$ cat src/rtl/sspc_pkg.sv
package sspc_pkg;
    localparam int BUS_AW = 12;
    localparam int BUS_DW = 32;

    localparam logic [BUS_AW-1:0] OFS_CTRL0 = 12'h000;
    localparam logic [BUS_AW-1:0] OFS_CTRL1 = 12'h004;
    localparam logic [BUS_AW-1:0] OFS_DATA  = 12'h008;
    localparam logic [BUS_AW-1:0] OFS_STAT  = 12'h00C;
    localparam logic [BUS_AW-1:0] OFS_PSC   = 12'h010;
    localparam logic [BUS_AW-1:0] OFS_MASK  = 12'h014;
    localparam logic [BUS_AW-1:0] OFS_RAW   = 12'h018;
    localparam logic [BUS_AW-1:0] OFS_MSK   = 12'h01C;
    localparam logic [BUS_AW-1:0] OFS_DMA   = 12'h020;

    typedef enum logic [1:0] {
        FS_EMPTY   = 2'd0,
        FS_PARTIAL = 2'd1,
        FS_FULL    = 2'd2
    } fifo_state_e;

    typedef enum logic {
        BUS_IDLE = 1'b0,
        BUS_RSP  = 1'b1
    } bus_state_e;
endpackage

$ cat src/rtl/sspc_fifo.sv
module sspc_fifo
    import sspc_pkg::*;
#(
    parameter int W     = 16,
    parameter int DEPTH = 8,
    localparam int AW   = (DEPTH > 1) ? $clog2(DEPTH) : 1,
    localparam int CW   = $clog2(DEPTH + 1)
) (
    input  logic          clk,
    input  logic          rst_n,
    input  logic          push,
    input  logic [W-1:0]  push_data,
    input  logic          pop,
    output logic [W-1:0]  pop_data,
    output logic [CW-1:0] count,
    output logic          empty,
    output logic          full
);
    fifo_state_e   state_q, state_d;
    logic [AW-1:0] wr_ptr, rd_ptr;
    logic [CW-1:0] count_d;
    logic [W-1:0]  mem [DEPTH];
    logic          do_push, do_pop;

    assign do_push = push && (state_q != FS_FULL);
    assign do_pop  = pop  && (state_q != FS_EMPTY);

    always_comb begin
        count_d = count;
        if (do_push && !do_pop)      count_d = count + CW'(1);
        else if (do_pop && !do_push) count_d = count - CW'(1);
    end

    always_comb begin
        if (count_d == '0)                count_d_state: state_d = FS_EMPTY;
        else if (count_d == CW'(DEPTH))   state_d = FS_FULL;
        else                              state_d = FS_PARTIAL;
    end

    always_ff @(posedge clk or negedge rst_n) begin
        if (!rst_n) begin
            state_q <= FS_EMPTY;
            count   <= '0;
            wr_ptr  <= '0;
            rd_ptr  <= '0;
        end else begin
            state_q <= state_d;
            count   <= count_d;
            if (do_push) wr_ptr <= (wr_ptr == AW'(DEPTH-1)) ? '0 : wr_ptr + AW'(1);
            if (do_pop)  rd_ptr <= (rd_ptr == AW'(DEPTH-1)) ? '0 : rd_ptr + AW'(1);
        end
    end

    always_ff @(posedge clk) begin
        if (do_push) mem[wr_ptr] <= push_data;
    end

    always_comb begin
        unique case (state_q)
            FS_EMPTY:   begin empty = 1'b1; full = 1'b0; end
            FS_FULL:    begin empty = 1'b0; full = 1'b1; end
            default:    begin empty = 1'b0; full = 1'b0; end
        endcase
    end

    assign pop_data = mem[rd_ptr];

    a_r3_no_overflow: assert property (@(posedge clk) disable iff (!rst_n)
        (count == CW'(DEPTH)) && push && !pop |=> count == CW'(DEPTH));
    a_r4_empty_pop_noop: assert property (@(posedge clk) disable iff (!rst_n)
        (count == '0) && pop && !push |=> count == '0);
    a_r2_state_tracks_count: assert property (@(posedge clk) disable iff (!rst_n)
        ((state_q == FS_EMPTY) == (count == '0)) && ((state_q == FS_FULL) == (count == CW'(DEPTH))));
endmodule

$ cat src/rtl/sspc_id_rom.sv
module sspc_id_rom (
    input  logic [2:0] idx,
    output logic [7:0] id_byte
);
    always_comb begin
        unique case (idx)
            3'd0: id_byte = 8'h22;
            3'd1: id_byte = 8'h10;
            3'd2: id_byte = 8'h04;
            3'd3: id_byte = 8'h00;
            3'd4: id_byte = 8'h0D;
            3'd5: id_byte = 8'hF0;
            3'd6: id_byte = 8'h05;
            default: id_byte = 8'hB1;
        endcase
    end
endmodule

$ cat src/rtl/sspc_ctrl.sv
module sspc_ctrl
    import sspc_pkg::*;
#(
    parameter int WORD  = 16,
    parameter int DEPTH = 8,
    localparam int CW   = $clog2(DEPTH + 1),
    localparam int HALF = DEPTH / 2
) (
    input  logic              clk,
    input  logic              rst_n,
    input  logic [BUS_AW-1:0] bus_addr,
    input  logic              bus_wr,
    input  logic [BUS_DW-1:0] bus_wdata,
    input  logic              bus_rd,
    output logic [BUS_DW-1:0] bus_rdata,
    output logic              irq,
    output logic              eng_tx_valid,
    output logic [WORD-1:0]   eng_tx_data,
    input  logic              eng_tx_pop,
    input  logic              eng_rx_push,
    input  logic [WORD-1:0]   eng_rx_data,
    output logic              eng_rx_ready,
    output logic              eng_enable,
    output logic              eng_loopback
);
    logic [BUS_DW-1:0] ctrl0_q;
    logic [3:0]        ctrl1_q;
    logic [7:0]        psc_q;
    logic [3:0]        imask_q;
    logic [WORD-1:0]   size_mask;
    logic [3:0]        raw_int;
    logic [4:0]        stat;
    logic [CW-1:0]     tx_count, rx_count;
    logic              tx_empty, tx_full, rx_empty, rx_full;
    logic [WORD-1:0]   rx_head;
    logic [7:0]        id_byte;
    logic              id_hit;
    logic [BUS_DW-1:0] rd_val, rdata_q;
    bus_state_e        bus_q, bus_d;

    // Data size mask: bit i kept when i <= ctrl0[3:0]
    for (genvar i = 0; i < WORD; i++) begin : g_mask
        assign size_mask[i] = (5'(i) <= {1'b0, ctrl0_q[3:0]});
    end

    always_ff @(posedge clk or negedge rst_n) begin
        if (!rst_n) begin
            ctrl0_q <= '0;
            ctrl1_q <= '0;
            psc_q   <= '0;
            imask_q <= '0;
        end else if (bus_wr) begin
            unique case (bus_addr)
                OFS_CTRL0: ctrl0_q <= bus_wdata;
                OFS_CTRL1: ctrl1_q <= bus_wdata[3:0];
                OFS_PSC:   psc_q   <= bus_wdata[7:0];
                OFS_MASK:  imask_q <= bus_wdata[3:0];
                default:   ;
            endcase
        end
    end

    assign eng_enable   = ctrl1_q[1];
    assign eng_loopback = ctrl1_q[0];
    assign eng_tx_valid = eng_enable && !tx_empty && !rx_full;
    assign eng_rx_ready = !rx_full;

    sspc_fifo #(.W(WORD), .DEPTH(DEPTH)) u_txq (
        .clk(clk), .rst_n(rst_n),
        .push(bus_wr && bus_addr == OFS_DATA),
        .push_data(bus_wdata[WORD-1:0] & size_mask),
        .pop(eng_tx_pop && eng_tx_valid),
        .pop_data(eng_tx_data),
        .count(tx_count), .empty(tx_empty), .full(tx_full)
    );

    sspc_fifo #(.W(WORD), .DEPTH(DEPTH)) u_rxq (
        .clk(clk), .rst_n(rst_n),
        .push(eng_rx_push),
        .push_data(eng_rx_data & size_mask),
        .pop(bus_rd && bus_addr == OFS_DATA),
        .pop_data(rx_head),
        .count(rx_count), .empty(rx_empty), .full(rx_full)
    );

    assign stat    = {tx_count != '0, rx_full, !rx_empty, !tx_full, tx_empty};
    assign raw_int = {tx_count <= CW'(HALF), rx_count >= CW'(HALF), 2'b00};
    assign irq     = |(raw_int & imask_q);

    assign id_hit = (bus_addr[11:5] == 7'h7F) && (bus_addr[1:0] == 2'b00);
    sspc_id_rom u_id (.idx(bus_addr[4:2]), .id_byte(id_byte));

    always_comb begin
        rd_val = '0;
        if (id_hit) begin
            rd_val = {24'd0, id_byte};
        end else begin
            unique case (bus_addr)
                OFS_CTRL0: rd_val = ctrl0_q;
                OFS_CTRL1: rd_val = {28'd0, ctrl1_q};
                OFS_DATA:  rd_val = rx_empty ? '0 : {{(BUS_DW-WORD){1'b0}}, rx_head};
                OFS_STAT:  rd_val = {27'd0, stat};
                OFS_PSC:   rd_val = {24'd0, psc_q};
                OFS_MASK:  rd_val = {28'd0, imask_q};
                OFS_RAW:   rd_val = {28'd0, raw_int};
                OFS_MSK:   rd_val = {28'd0, raw_int & imask_q};
                OFS_DMA:   rd_val = '0;
                default:   rd_val = '0;
            endcase
        end
    end

    // Bus responder: capture on a read strobe, release otherwise
    always_comb begin
        unique case (bus_q)
            BUS_IDLE: bus_d = bus_rd ? BUS_RSP : BUS_IDLE;
            BUS_RSP:  bus_d = bus_rd ? BUS_RSP : BUS_IDLE;
            default:  bus_d = BUS_IDLE;
        endcase
    end

    always_ff @(posedge clk or negedge rst_n) begin
        if (!rst_n) begin
            bus_q   <= BUS_IDLE;
            rdata_q <= '0;
        end else begin
            bus_q   <= bus_d;
            rdata_q <= bus_rd ? rd_val : '0;
        end
    end

    always_comb begin
        unique case (bus_q)
            BUS_RSP:  bus_rdata = rdata_q;
            default:  bus_rdata = '0;
        endcase
    end

    a_r11_rdata_after_read: assert property (@(posedge clk) disable iff (!rst_n)
        bus_rdata != '0 |-> $past(bus_rd));
    a_r9_psc_low_byte: assert property (@(posedge clk) disable iff (!rst_n)
        bus_wr && bus_addr == OFS_PSC |=> psc_q == $past(bus_wdata[7:0]));
    a_r10_no_offer_when_rx_full: assert property (@(posedge clk) disable iff (!rst_n)
        rx_count == CW'(DEPTH) |-> !eng_tx_valid);
endmodule

$ cat config.mk
export PLATFORM = sky130hd
export DESIGN_NAME = sspc_ctrl
export DESIGN_NICKNAME = d
export VERILOG_FILES = /design/src/rtl/sspc_pkg.sv /design/src/rtl/sspc_fifo.sv /design/src/rtl/sspc_id_rom.sv /design/src/rtl/sspc_ctrl.sv
export SDC_FILE = /design/constraint.sdc
export NUM_CORES = 1
export LEC_CHECK = 0
export BUFFER_PORTS_ARGS = -buffer_cell sky130_fd_sc_hd__buf_2
export CORE_AREA = 2 2 141 212
export DETAILED_ROUTE_END_ITERATION = 8
export DIE_AREA = 0 0 143 214
export GPL_TIMING_DRIVEN = 0
export HOLD_SLACK_MARGIN = 0.05
export PLACE_DENSITY = 0.75
export SKIP_CTS_REPAIR_TIMING = 1
export SYNTH_ARGS = -nofsm -noshare
export SYNTH_HDL_FRONTEND = slang
export SYNTH_HIERARCHICAL = 1
export SYNTH_SLANG_ARGS = --single-unit
$ cat constraint.sdc
create_clock -name clk -period 2.5 [get_ports clk]
set_input_delay 0.5 -clock clk [delete_from_list [all_inputs] [get_ports clk]]
set_output_delay 0.5 -clock clk [all_outputs]
set_load 0.02 [all_outputs]
==> After elaboration in Yosys (flattened, before gate mapping) <==
Memory sizes are Yosys's and may differ from the RTL's.
Cells that the tools add are included.
{ "totals": {"out_inout_bits": 53, "ramBits": 256, "inputBits": 66, "ff_bits": 105, "elab_cells": 132, "mem_count": 2} }
{ "op_classes": {"n_reduce_logical": 37, "n_lt_le_gt_ge": 17, "n_addsub": 8, "bitwise_logic": 3, "eq_ne": 24, "n_mux": 27} }
{ "mem_list": {"columns": ["memory", "words", "word_bits", "read_ports", "rd_ports_with_merged_regs", "wr", "line", "source"], "rows": [
  ["u_rxq.mem", 8, 16, 1, 0, 1, "sspc_fifo.sv:22", "logic [W-1:0] mem [DEPTH];"],
  ["u_txq.mem", 8, 16, 1, 0, 1, "sspc_fifo.sv:22", null]
]} }
{ "ops": {"columns": ["cell", "count"], "rows": [
  ["$pmux 32 s8", 1],
  ["$mux 32", 3],
  ["$pmux 8 s7", 1],
  ["$eq 12x5->1 const B", 4],
  ["$and 16x16->16", 2],
  ["$le 4x4->1 const A", 8],
  ["$eq 12x4->1 const B", 2],
  ["$eq 3x3->1 const B", 7],
  ["$le 3x4->1 const A", 4],
  ["$mux 16", 1],
  ["$mux 4", 4],
  ["$logic_and 1x1->1", 14],
  ["$add 3x1->3 const B", 4],
  ["$eq 12x3->1 const B", 1],
  ["$logic_not 12->1", 1],
  ["$mux 3", 4],
  ["$mux 1", 9],
  ["$add 4x1->4 const B", 2],
  ["$eq 4x4->1 const B", 2],
  ["$le 2x4->1 const A", 2],
  ["$logic_not 1->1", 8],
  ["$logic_not 4->1", 2],
  ["$mux 2", 4],
  ["$reduce_and 2->1", 4],
  ["15 further kinds", 22]
]} }

==> Longest topological paths before layout <==
Gate-level depths: netlist of run 1.
{ "depth": {"word_depth": 13, "mapped_depth": 11, "ltp_nobuf": 9} }

==> Hierarchy <==
The synthesis of run 1 kept the hierarchy.
{ "by_module_without_submodules": {"columns": ["module", "seq_area_each_um2", "cells_each", "area_each_um2", "n_inst"], "rows": [
  ["sspc_fifo (u_txq)", 4144.0, 268, 5591.6, 1],
  ["sspc_fifo (u_rxq)", 4144.0, 267, 5562.8, 1],
  ["sspc_ctrl", 2026.9, 351, 4088.9, 1],
  ["sspc_id_rom", 0.0, 10, 62.6, 1]
]} }

==> Worst setup path before layout of run 1 <==
No wires, ideal clock.
{ "synth_timing": {"path_type": "input port to flip-flop", "startpoint": "in bus_addr[2]", "endpoint": "mem u_txq.mem[0][0], enable pin", "t_arrival_ps": 3566, "setup_slack_ps": -1496, "setup_time_ps": 430, "n_path_buf": 2, "stages": 7, "path_cell_list": "clkbuf_1 > or4b_1 > or2_2 > nor2_1 > buf_2 > nand2_2 > nor4_1"} }
{ "synth_via": {"elab_chain_cells": 5} }
{ "synth_lines": {"columns": ["item", "line", "source"], "rows": [
  ["start, declared", "sspc_ctrl.sv:11", "input logic [BUS_AW-1:0] bus_addr,"],
  ["$eq 12x4->1", "sspc_ctrl.sv:70", ".push(bus_wr && bus_addr == OFS_DATA),"],
  ["$logic_and 1x1->1", "sspc_ctrl.sv:70", null],
  ["$logic_and 1x1->1", "sspc_fifo.sv:25", "assign do_push = push && (state_q != FS_FULL);"],
  ["$mux 1", "sspc_fifo.sv:55", "if (do_push) mem[wr_ptr] <= push_data;"],
  ["$mux 1 (implied by the code)", "sspc_fifo.sv:55", null],
  ["end, declared", "sspc_fifo.sv:22", null]
]} }
No other way between the ends.

==> Final worst setup path of run 1 <==
{ "layout_timing": {"startpoint": "reg u_txq.rd_ptr[0]", "endpoint": "out eng_tx_data[9]"} }
{ "layout_via": {"elab_chain_cells": 1} }
{ "layout_lines": {"columns": ["item", "line", "source"], "rows": [
  ["start, declared", "sspc_fifo.sv:20", "logic [AW-1:0] wr_ptr, rd_ptr;"],
  ["start signal, assigned", "sspc_fifo.sv:50", "if (do_pop) rd_ptr <= (rd_ptr == AW'(DEPTH-1)) ? '0 : rd_ptr + AW'(1);"],
  ["$mem_v2 8x16", null, null],
  ["end, declared", "sspc_ctrl.sv:18", "output logic [WORD-1:0] eng_tx_data,"]
]} }
No other way between the ends.

==> impl_metrics.prom, run 1 <==
# TYPE chip_impl_metric gauge
chip_impl_info{name="status",value="finished with violations"} 1
chip_impl_info{name="failed_checks",value="negative setup slack"} 1
chip_impl_metric{name="grt_remaining_overflow",unit=""} 0
chip_impl_info{name="timing.critical_path.to_type",value="primary output"} 1
chip_impl_info{name="ys.flop_type",value="edfxtp_1"} 1
chip_impl_metric{name="report.power.total",unit="mW"} 12.9
chip_impl_metric{name="clkSinkCount",unit=""} 361
chip_impl_metric{name="timing.slew.headroom",unit="%"} 19.2
chip_impl_metric{name="yosys_register_bits",unit=""} 361
chip_impl_metric{name="timing.final.hold_violations",unit=""} 0
chip_impl_metric{name="grt_pass1_wl",unit="mm"} 53.4
chip_impl_metric{name="cp.arrival",unit="ps"} 2250
chip_impl_metric{name="worst_hold_path.num_cells",unit=""} 1
chip_impl_info{name="cts_tree",value="yes"} 1
chip_impl_metric{name="synth.top_cell.area_share",unit="%"} 50.2
chip_impl_metric{name="first_iter_violations",unit=""} 463
chip_impl_metric{name="vias",unit=""} 8682
chip_impl_metric{name="p_per_area",unit="nW/um^2"} 703
chip_impl_metric{name="yosys_warnings",unit=""} 6
chip_impl_metric{name="post_drt_via_cell_ratio",unit=""} 5.82
chip_impl_metric{name="clk_path_buf_depth",unit=""} 3
chip_impl_metric{name="cts_htree_levels",unit=""} 1
chip_impl_metric{name="design.portCount",unit=""} 119
chip_impl_metric{name="cts-buffers-inserted",unit=""} 31
chip_impl_info{name="synthDominantAreaCellType",value="edfxtp_1"} 1
chip_impl_metric{name="dp_hpwl",unit="mm"} 24.3
chip_impl_metric{name="fin_hold_ws",unit="ps"} 136
chip_impl_metric{name="fmax",unit="GHz"} 0.364
chip_impl_metric{name="drt_drc_violations_left",unit=""} 0
chip_impl_metric{name="asyncSetResetFlopFracSynth",unit="%"} 29.1
chip_impl_metric{name="start_util",unit="%"} 53.5
chip_impl_metric{name="rr_worst_depth",unit=""} 10
chip_impl_metric{name="synthCells",unit=""} 896
chip_impl_metric{name="rows",unit=""} 76
chip_impl_info{name="cts.root.buffer_cell",value="clkbuf_16"} 1
chip_impl_metric{name="vdd.ir_drop.worst",unit="uV"} 564
chip_impl_metric{name="power_leakage",unit="nW"} 7.36
chip_impl_metric{name="chip_height",unit="microns"} 214
chip_impl_info{name="biggest_area_contributors_in_the_synthesized_netlist",value="edfxtp_1 50%, dfrtp_1 17%, mux4_2 9.4%, mux2_2 4.3%, mux2_4 2.9%"} 1
chip_impl_metric{name="setup_viol",unit=""} 16
chip_impl_metric{name="worst_skew_pair.late_latency",unit="ps"} 580
chip_impl_info{name="setup.worst_path.class",value="flip-flop to primary output"} 1
chip_impl_metric{name="maximum_number_of_pins_on_one_net_before_global_route_repair",unit=""} 71
chip_impl_metric{name="count_of_unique_library_cells_instantiated_by_yosys",unit=""} 74
chip_impl_info{name="worstPathCellList",value="buf_8 -> buf_12 -> mux4_2 -> mux2_4 -> buf_6"} 1
chip_impl_metric{name="fraction_of_final_layout_cells_sized_beyond_drive_strength_1",unit="%"} 38.4
chip_impl_metric{name="core_area",unit="sq um"} 28600
chip_impl_metric{name="timing.clock.skew",unit="ps"} 12.9
chip_impl_metric{name="cap_viol_max_count",unit=""} 0
chip_impl_metric{name="max_slew.worst_pin.slew",unit="ps"} 1200
chip_impl_metric{name="grtUsageTotal",unit="%"} 23.5
chip_impl_info{name="master_of_the_slowest_instance_on_the_critical_path",value="mux4_2"} 1
chip_impl_metric{name="first_global_vias",unit=""} 9012
chip_impl_metric{name="wl",unit="mm"} 35.3
chip_impl_metric{name="area_growth_syn_to_layout",unit="%"} 19.8
chip_impl_metric{name="report.final.slew_viol_count",unit=""} 0
chip_impl_metric{name="synth_edf_count",unit=""} 256
chip_impl_metric{name="cp_max_stage_delay",unit="ps"} 510
chip_impl_metric{name="detailedRoute.firstPassIterationCount",unit=""} 5
chip_impl_metric{name="die_w",unit="microns"} 143
chip_impl_metric{name="floorplan.die_area",unit="sq um"} 30600
chip_impl_metric{name="gp_congestion",unit=""} 0.911
chip_impl_metric{name="combined_area_of_all_synthesized_cells",unit="sq um"} 15300
chip_impl_metric{name="port-buffer-count",unit=""} 118
chip_impl_metric{name="postSynthAreaPerCell",unit="sq um"} 17.1
chip_impl_metric{name="grt_antenna_before_repair",unit=""} 8
chip_impl_metric{name="nets",unit=""} 1152
chip_impl_metric{name="post_syn_nets",unit=""} 974
chip_impl_metric{name="minimum_clock_period_after_layout",unit="ps"} 2750
chip_impl_info{name="hold_path.class",value="input port to flip-flop"} 1
chip_impl_metric{name="ys_seq_area_share",unit="%"} 67.4
chip_impl_metric{name="share_of_the_clock_period_used_by_the_worst_path_after_layout",unit="%"} 110
chip_impl_metric{name="worstPathRequired",unit="ps"} 2000
chip_impl_metric{name="drt-wirelength-per-cell",unit="microns"} 23.7
chip_impl_metric{name="clk_transition_reported_paths",unit="ps"} 70
chip_impl_metric{name="antenna_left",unit=""} 0
chip_impl_info{name="startpoint_type_of_the_worst_setup_path",value="flip-flop"} 1
chip_impl_info{name="grt_setup_unrepaired",value="true"} 1
chip_impl_metric{name="final_worst_setup_slack",unit="ps"} -247
chip_impl_metric{name="critical_path_peak_fanout",unit=""} 5
-- final timing paths --
kind | startpoint | end | slack [ps]
min | bus_rd | bus_q$_DFF_PN0_ | 140
max in group asynchronous | rst_n | rdata_q[25]$_DFF_PN0_ | 1340
min reg2reg | ctrl1_q[2]$_DFFE_PN0P_ | ctrl1_q[2]$_DFFE_PN0P_ | 500
max | u_txq/rd_ptr[0]$_DFFE_PN0P_ | eng_tx_data[9] | -250
max reg2reg | u_rxq/state_q[0]$_DFF_PN0_ | u_txq/state_q[0]$_DFF_PN0_ | 160
min in group asynchronous | rst_n | u_rxq/state_q[0]$_DFF_PN0_ | 430
-- synth_stat cells, types with 3 or more instances --
library cell	count
mux2i_1	6
inv_1	11
buf_4	3
buf_2	14
dfrtp_1	105
nand4_1	5
a221o_1	3
or3_1	3
mux2_4	30
a21o_1	5
clkbuf_1	24
nand2_1	27
nand2b_1	7
a211o_1	3
buf_6	8
a21oi_1	12
a211oi_1	7
and2_1	39
o211a_1	3
o21ai_0	12
o21ai_1	3
edfxtp_1	256
nor2b_1	15
nor3_1	17
nand3b_1	3
mux2_2	58
nor2_1	28
ha_1	12
or2_2	3
and3_1	27
xnor2_1	4
nor4_1	8
mux4_2	64
nand3_1	10
a21boi_0	5
a22oi_1	11
-- critical path: cells and delay by family, from the launching register on --
family                 cells  cell delay [ps]
flip-flops                 1              430
multiplexers               2              810
buffers and inverters      3              430
-- final cells by class --
cell class	instances	area, sq um
Antenna cell	7	17.5
Buffer	48	392
Clock buffer	37	798
Clock inverter	17	214
Fill cell	1985	10300
Inverter	11	41.3
Multi-Input combinational cell	474	4910
Sequential cell	361	10300
Tap cell	390	488
Timing Repair Buffer	147	1160
-- cell usage in the layout (no fill, tap or decap), types with 27 or more instances in the layout --
cell,Yosys,layout
dfrtp_1,105,103
edfxtp_1,256,256
buf_2,14,106
mux2_4,30,40
buf_6,8,28
and2_1,39,39
nand2_1,27,27
and3_1,27,27
clkbuf_16,0,36
mux4_2,64,64
mux2_2,58,48
-- flip-flops by register name (all words and copies together) (netlist names), 4 cells and up --
signal       count
u_rxq/mem      128
psc_q            8
u_txq/mem      128
ctrl0_q         32
u_rxq/count      4
ctrl1_q          4
imask_q          4
rdata_q         32
u_txq/count      4
-- metal layers --
metal | vias to the layer above | share of wire (%) | global-route usage (%)
met4 | 2 | 3.5 | 9.44
met1 | 4464 | 37 | 28.6
met2 | 285 | 54 | 42.0
met5 | - | 0.037 | 0
met3 | 75 | 5.1 | 3.04
li1 | 3856 | - | -
-- report_power, final --
group	internal [mW]	switching [mW]	total, mW
Clock	2.78	2.08	4.86
Sequential	6.70	0.190	6.89
Combinational	0.487	0.661	1.15
-- metrics by stage --
stage	area (sq um)	cells	setup TNS [ps]	worst slack (ps)	util, %
finish	18300	1492	-3640	-247	64.1
global route	18300	1491	-4390	-294	64.0
CTS	17700	1467	-54100	-568	62.0
detailed placement	16700	1413	-129740	-1170	58.4
global placement	16500	1404	-255010	-1320	57.8
floorplan	15500	896	-21030	-254	-
-- cell families after synthesis --
group                      synth area share, %
muxes                                     17.0
xor gates and xnor gates                 0.286
adders and majority gates                0.981
buffers and inverters                     2.08
and+or+nand+nor                           8.13
DFF                                       67.4
AOI/OAI and AO/OA                         4.11
No activity file was read; power rests on OpenSTA's default activity.
==> run 2, diff against run 1 <==
--- a/config.mk
+++ b/config.mk
@@ -5,10 +5,11 @@
 export SDC_FILE = /design/constraint.sdc
 export NUM_CORES = 1
 export LEC_CHECK = 0
+export ABC_AREA = 1
 export BUFFER_PORTS_ARGS = -buffer_cell sky130_fd_sc_hd__buf_2
-export CORE_AREA = 2 2 141 212
+export CORE_AREA = 2 2 143 215
 export DETAILED_ROUTE_END_ITERATION = 8
-export DIE_AREA = 0 0 143 214
+export DIE_AREA = 0 0 145 217
 export GPL_TIMING_DRIVEN = 0
 export HOLD_SLACK_MARGIN = 0.05
 export PLACE_DENSITY = 0.75
@@ -17,3 +18,4 @@
 export SYNTH_HDL_FRONTEND = slang
 export SYNTH_HIERARCHICAL = 1
 export SYNTH_SLANG_ARGS = --single-unit
+export TNS_END_PERCENT = 20
==> impl_metrics.prom, run 2 <==
# TYPE chip_impl_metric gauge
chip_impl_info{name="status",value="finished with violations"} 1
chip_impl_info{name="failed_checks",value="negative setup slack"} 1
chip_impl_metric{name="post_syn_nets",unit=""} 1603
chip_impl_info{name="master_of_the_slowest_instance_on_the_critical_path",value="dfrtp_1"} 1
chip_impl_metric{name="detailedRoute.firstPassIterationCount",unit=""} 7
chip_impl_metric{name="setup_viol",unit=""} 9
chip_impl_metric{name="yosys_register_bits",unit=""} 361
chip_impl_metric{name="combined_area_of_all_synthesized_cells",unit="sq um"} 15900
chip_impl_metric{name="chip_height",unit="microns"} 217
chip_impl_metric{name="asyncSetResetFlopFracSynth",unit="%"} 29.1
chip_impl_metric{name="postSynthAreaPerCell",unit="sq um"} 10.4
chip_impl_info{name="cts_tree",value="yes"} 1
chip_impl_metric{name="clkSinkCount",unit=""} 361
chip_impl_metric{name="synth.top_cell.area_share",unit="%"} 48.5
chip_impl_metric{name="combPwrFrac",unit="%"} 8.8
chip_impl_metric{name="power_report.internal_total",unit="mW"} 10.5
chip_impl_metric{name="p_per_area",unit="nW/um^2"} 730
chip_impl_metric{name="grtUsageTotal",unit="%"} 26.2
chip_impl_metric{name="count_of_unique_library_cells_instantiated_by_yosys",unit=""} 42
chip_impl_metric{name="die_w",unit="microns"} 145
chip_impl_metric{name="first_global_vias",unit=""} 11800
chip_impl_info{name="synthDominantAreaCellType",value="edfxtp_1"} 1
chip_impl_metric{name="maximum_number_of_pins_on_one_net_before_global_route_repair",unit=""} 72
chip_impl_info{name="setup.worst_path.class",value="flip-flop to primary output"} 1
chip_impl_metric{name="wl",unit="mm"} 41.3
chip_impl_info{name="worstPathCellList",value="buf_6 -> inv_4 -> buf_8 -> buf_2 -> o21ai_0 -> a31oi_1 -> buf_4"} 1
chip_impl_info{name="startpoint_type_of_the_worst_setup_path",value="flip-flop"} 1
chip_impl_metric{name="clk_transition_reported_paths",unit="ps"} 60
chip_impl_metric{name="core_area",unit="sq um"} 29800
chip_impl_info{name="biggest_area_contributors_in_the_synthesized_netlist",value="edfxtp_1 48%, dfrtp_1 17%, nand2_1 7.8%, nor2_1 6.1%, o21ai_0 4.2%"} 1
chip_impl_metric{name="timing.slew.headroom",unit="%"} 32.6
chip_impl_metric{name="yosys_warnings",unit=""} 6
chip_impl_metric{name="fmax",unit="GHz"} 0.382
chip_impl_metric{name="nets",unit=""} 1776
chip_impl_info{name="hold_path.class",value="input port to flip-flop"} 1
chip_impl_metric{name="final_worst_setup_slack",unit="ps"} -119
chip_impl_metric{name="worstPathRequired",unit="ps"} 2000
chip_impl_metric{name="design.portCount",unit=""} 119
chip_impl_metric{name="minimum_clock_period_after_layout",unit="ps"} 2620
chip_impl_info{name="mostFrequentLayoutCells",value="327 x nand2_1, 256 x edfxtp_1, 239 x nor2_1"} 1
chip_impl_info{name="cts.root.buffer_cell",value="clkbuf_16"} 1
chip_impl_metric{name="critical_path_peak_fanout",unit=""} 10
chip_impl_metric{name="power.sequential.fraction",unit="%"} 50.4
chip_impl_metric{name="sw_ratio",unit="%"} 23.1
chip_impl_metric{name="grt_remaining_overflow",unit=""} 0
chip_impl_metric{name="start_util",unit="%"} 53.3
chip_impl_metric{name="clk_path_buf_depth",unit=""} 3
chip_impl_metric{name="layout.cells.non_filler",unit=""} 2127
chip_impl_info{name="worstHoldStart",value="bus_rd"} 1
chip_impl_metric{name="ys_seq_area_share",unit="%"} 65.0
chip_impl_metric{name="grt_pass1_wl",unit="mm"} 63.2
chip_impl_metric{name="preCtsSetupSlack",unit="ps"} -1200
chip_impl_metric{name="report.final.slew_viol_count",unit=""} 0
chip_impl_info{name="crit_start",value="u_txq/rd_ptr[0]$_DFFE_PN0P_"} 1
chip_impl_metric{name="netSwitchingPower",unit="mW"} 3.14
chip_impl_metric{name="max_slew.worst_pin.slew",unit="ps"} 1010
chip_impl_info{name="final_common_cell",value="nand2_1"} 1
chip_impl_metric{name="vdd.ir_drop.worst",unit="uV"} 536
chip_impl_metric{name="synthCells",unit=""} 1525
chip_impl_metric{name="cp.arrival",unit="ps"} 2120
chip_impl_info{name="reg2reg_start",value="ctrl0_q[3]$_DFFE_PN0P_"} 1
chip_impl_metric{name="filler_cells",unit=""} 2287
chip_impl_metric{name="drt_drc_violations_left",unit=""} 0
chip_impl_metric{name="gp_congestion",unit=""} 0.893
chip_impl_metric{name="timing.final.hold_violations",unit=""} 0
chip_impl_metric{name="fraction_of_final_layout_cells_sized_beyond_drive_strength_1",unit="%"} 19.3
chip_impl_info{name="ys.flop_type",value="edfxtp_1"} 1
chip_impl_metric{name="grt_antenna_before_repair",unit=""} 3
chip_impl_metric{name="worst_hold_path.num_cells",unit=""} 1
chip_impl_metric{name="post_drt_via_cell_ratio",unit=""} 5.47
chip_impl_metric{name="first_iter_violations",unit=""} 986
chip_impl_metric{name="placedCellCount",unit=""} 2053
chip_impl_info{name="timing.critical_path.to_type",value="primary output"} 1
chip_impl_metric{name="worst_skew_pair.late_latency",unit="ps"} 530
chip_impl_metric{name="power_leakage",unit="nW"} 8.09
chip_impl_info{name="biggestRegsByFlops",value="u_rxq/mem: 128 flops, u_txq/mem: 128 flops"} 1
chip_impl_metric{name="dp_hpwl",unit="mm"} 29.8
chip_impl_metric{name="cp_max_stage_delay",unit="ps"} 410
chip_impl_metric{name="cts-buffers-inserted",unit=""} 35
chip_impl_metric{name="area_growth_syn_to_layout",unit="%"} 17.4
chip_impl_metric{name="cap_viol_max_count",unit=""} 0
chip_impl_info{name="synth.cells.most_frequent",value="328 x nand2_1, 256 x edfxtp_1, 256 x nor2_1"} 1
chip_impl_info{name="grt_setup_unrepaired",value="true"} 1
chip_impl_metric{name="clock_network_power_share",unit="%"} 40.9
chip_impl_metric{name="port-buffer-count",unit=""} 118
chip_impl_metric{name="drt-wirelength-per-cell",unit="microns"} 19.4
chip_impl_metric{name="cts_htree_levels",unit=""} 2
chip_impl_metric{name="report.power.total",unit="mW"} 13.6
chip_impl_metric{name="floorplan.die_area",unit="sq um"} 31500
chip_impl_info{name="post-synth-top-count-cell",value="nand2_1"} 1
chip_impl_metric{name="antenna_left",unit=""} 0
chip_impl_metric{name="share_of_the_clock_period_used_by_the_worst_path_after_layout",unit="%"} 105
chip_impl_metric{name="rows",unit=""} 78
chip_impl_metric{name="timing.clock.skew",unit="ps"} 24.8
chip_impl_metric{name="vias",unit=""} 11600
chip_impl_metric{name="rr_worst_depth",unit=""} 5
chip_impl_metric{name="synth_edf_count",unit=""} 256
## run 2: changes by cell type after synthesis, moves of 15 or more
cell     delta
and3_1     -26
nand2_1   +301
nor2b_1    -15
a31oi_1    +30
inv_1     +117
nor2_1    +228
nand3_1    +25
mux2_2     -58
mux4_2     -64
o21ai_0   +121
o21ai_1    +36
a21oi_1    +26
and2_1     -38
## run 2: cell type report
type                    instances  area, sq um  area share [%]
diodes                          3         7.51          0.0403
repair buffers                136          890            4.78
clock inverters                17          214            1.15
inverters                     134          505            2.71
flip-flops and latches        361        10300            55.4
multi-input cells             966         4760            25.6
clock buffers                  46         1010            5.42
well taps                     400          500            2.69
plain buffers                  64          419            2.25
## run 2: logic make-up (layout without fill, tap and decap cells)
kind of cell | Yosys count | in the layout | synth area share (%)
fa+ha+maj | 12 | 12 | 0.947
other cells | 0 | 3 | 0
flops | 361 | 361 | 65.0
buf+inv | 198 | 397 | 5.55
mux | 17 | 17 | 1.61
compound gates | 268 | 268 | 9.39
simple gates | 666 | 666 | 17.3
xor+xnor | 3 | 3 | 0.166
## run 2: stage by stage
step                instance area, sq um  hold slack, ps  utilization [%]  setup TNS [ps]
floorplan                          15900             204                -          -22140
CTS                                18400           -50.8             61.7          -45850
finish                             18600             153             62.6            -395
detailed placement                 17100             470             57.6         -105680
global placement                   17000             462             56.9         -204370
global route                       18600             149             62.6           -1710
## run 2: worst max-delay path: cells and delay by family (launching register included)
family	cells	cell delay, ps
flip-flops	1	410
buffers and inverters	5	780
AO/OA/AOI/OAI	2	410
## run 2: worst paths after layout
path / end / slack [ps]
setup / recovery: eng_tx_data[4] / -120
hold reg to reg: psc_q[3]$_DFFE_PN0P_ / 490
setup reg to reg: u_txq/mem[4][14]$_DFFE_PP_ / 110
max in group asynchronous: u_txq/rd_ptr[1]$_DFFE_PN0P_ / 1260
hold / removal: bus_q$_DFF_PN0_ / 150
min in group asynchronous: imask_q[3]$_DFFE_PN0P_ / 490
## run 2: power groups by stage
stage	clock network (mW)	logic, mW	registers, mW
after global placement	0	1.01	6.96
final	5.55	1.19	6.85
after global routing	5.84	1.30	6.87
after floorplan	0	0.667	6.92
after detailed placement	0	1.15	6.96
after CTS	5.61	1.16	6.84
## run 2: metal layers
layer  part of all wire [%]  global-route usage [%]
met1                     35                    29.3
met2                     53                    48.3
met3                    6.4                    3.23
met4                    5.6                    14.5
met5                      0                       0
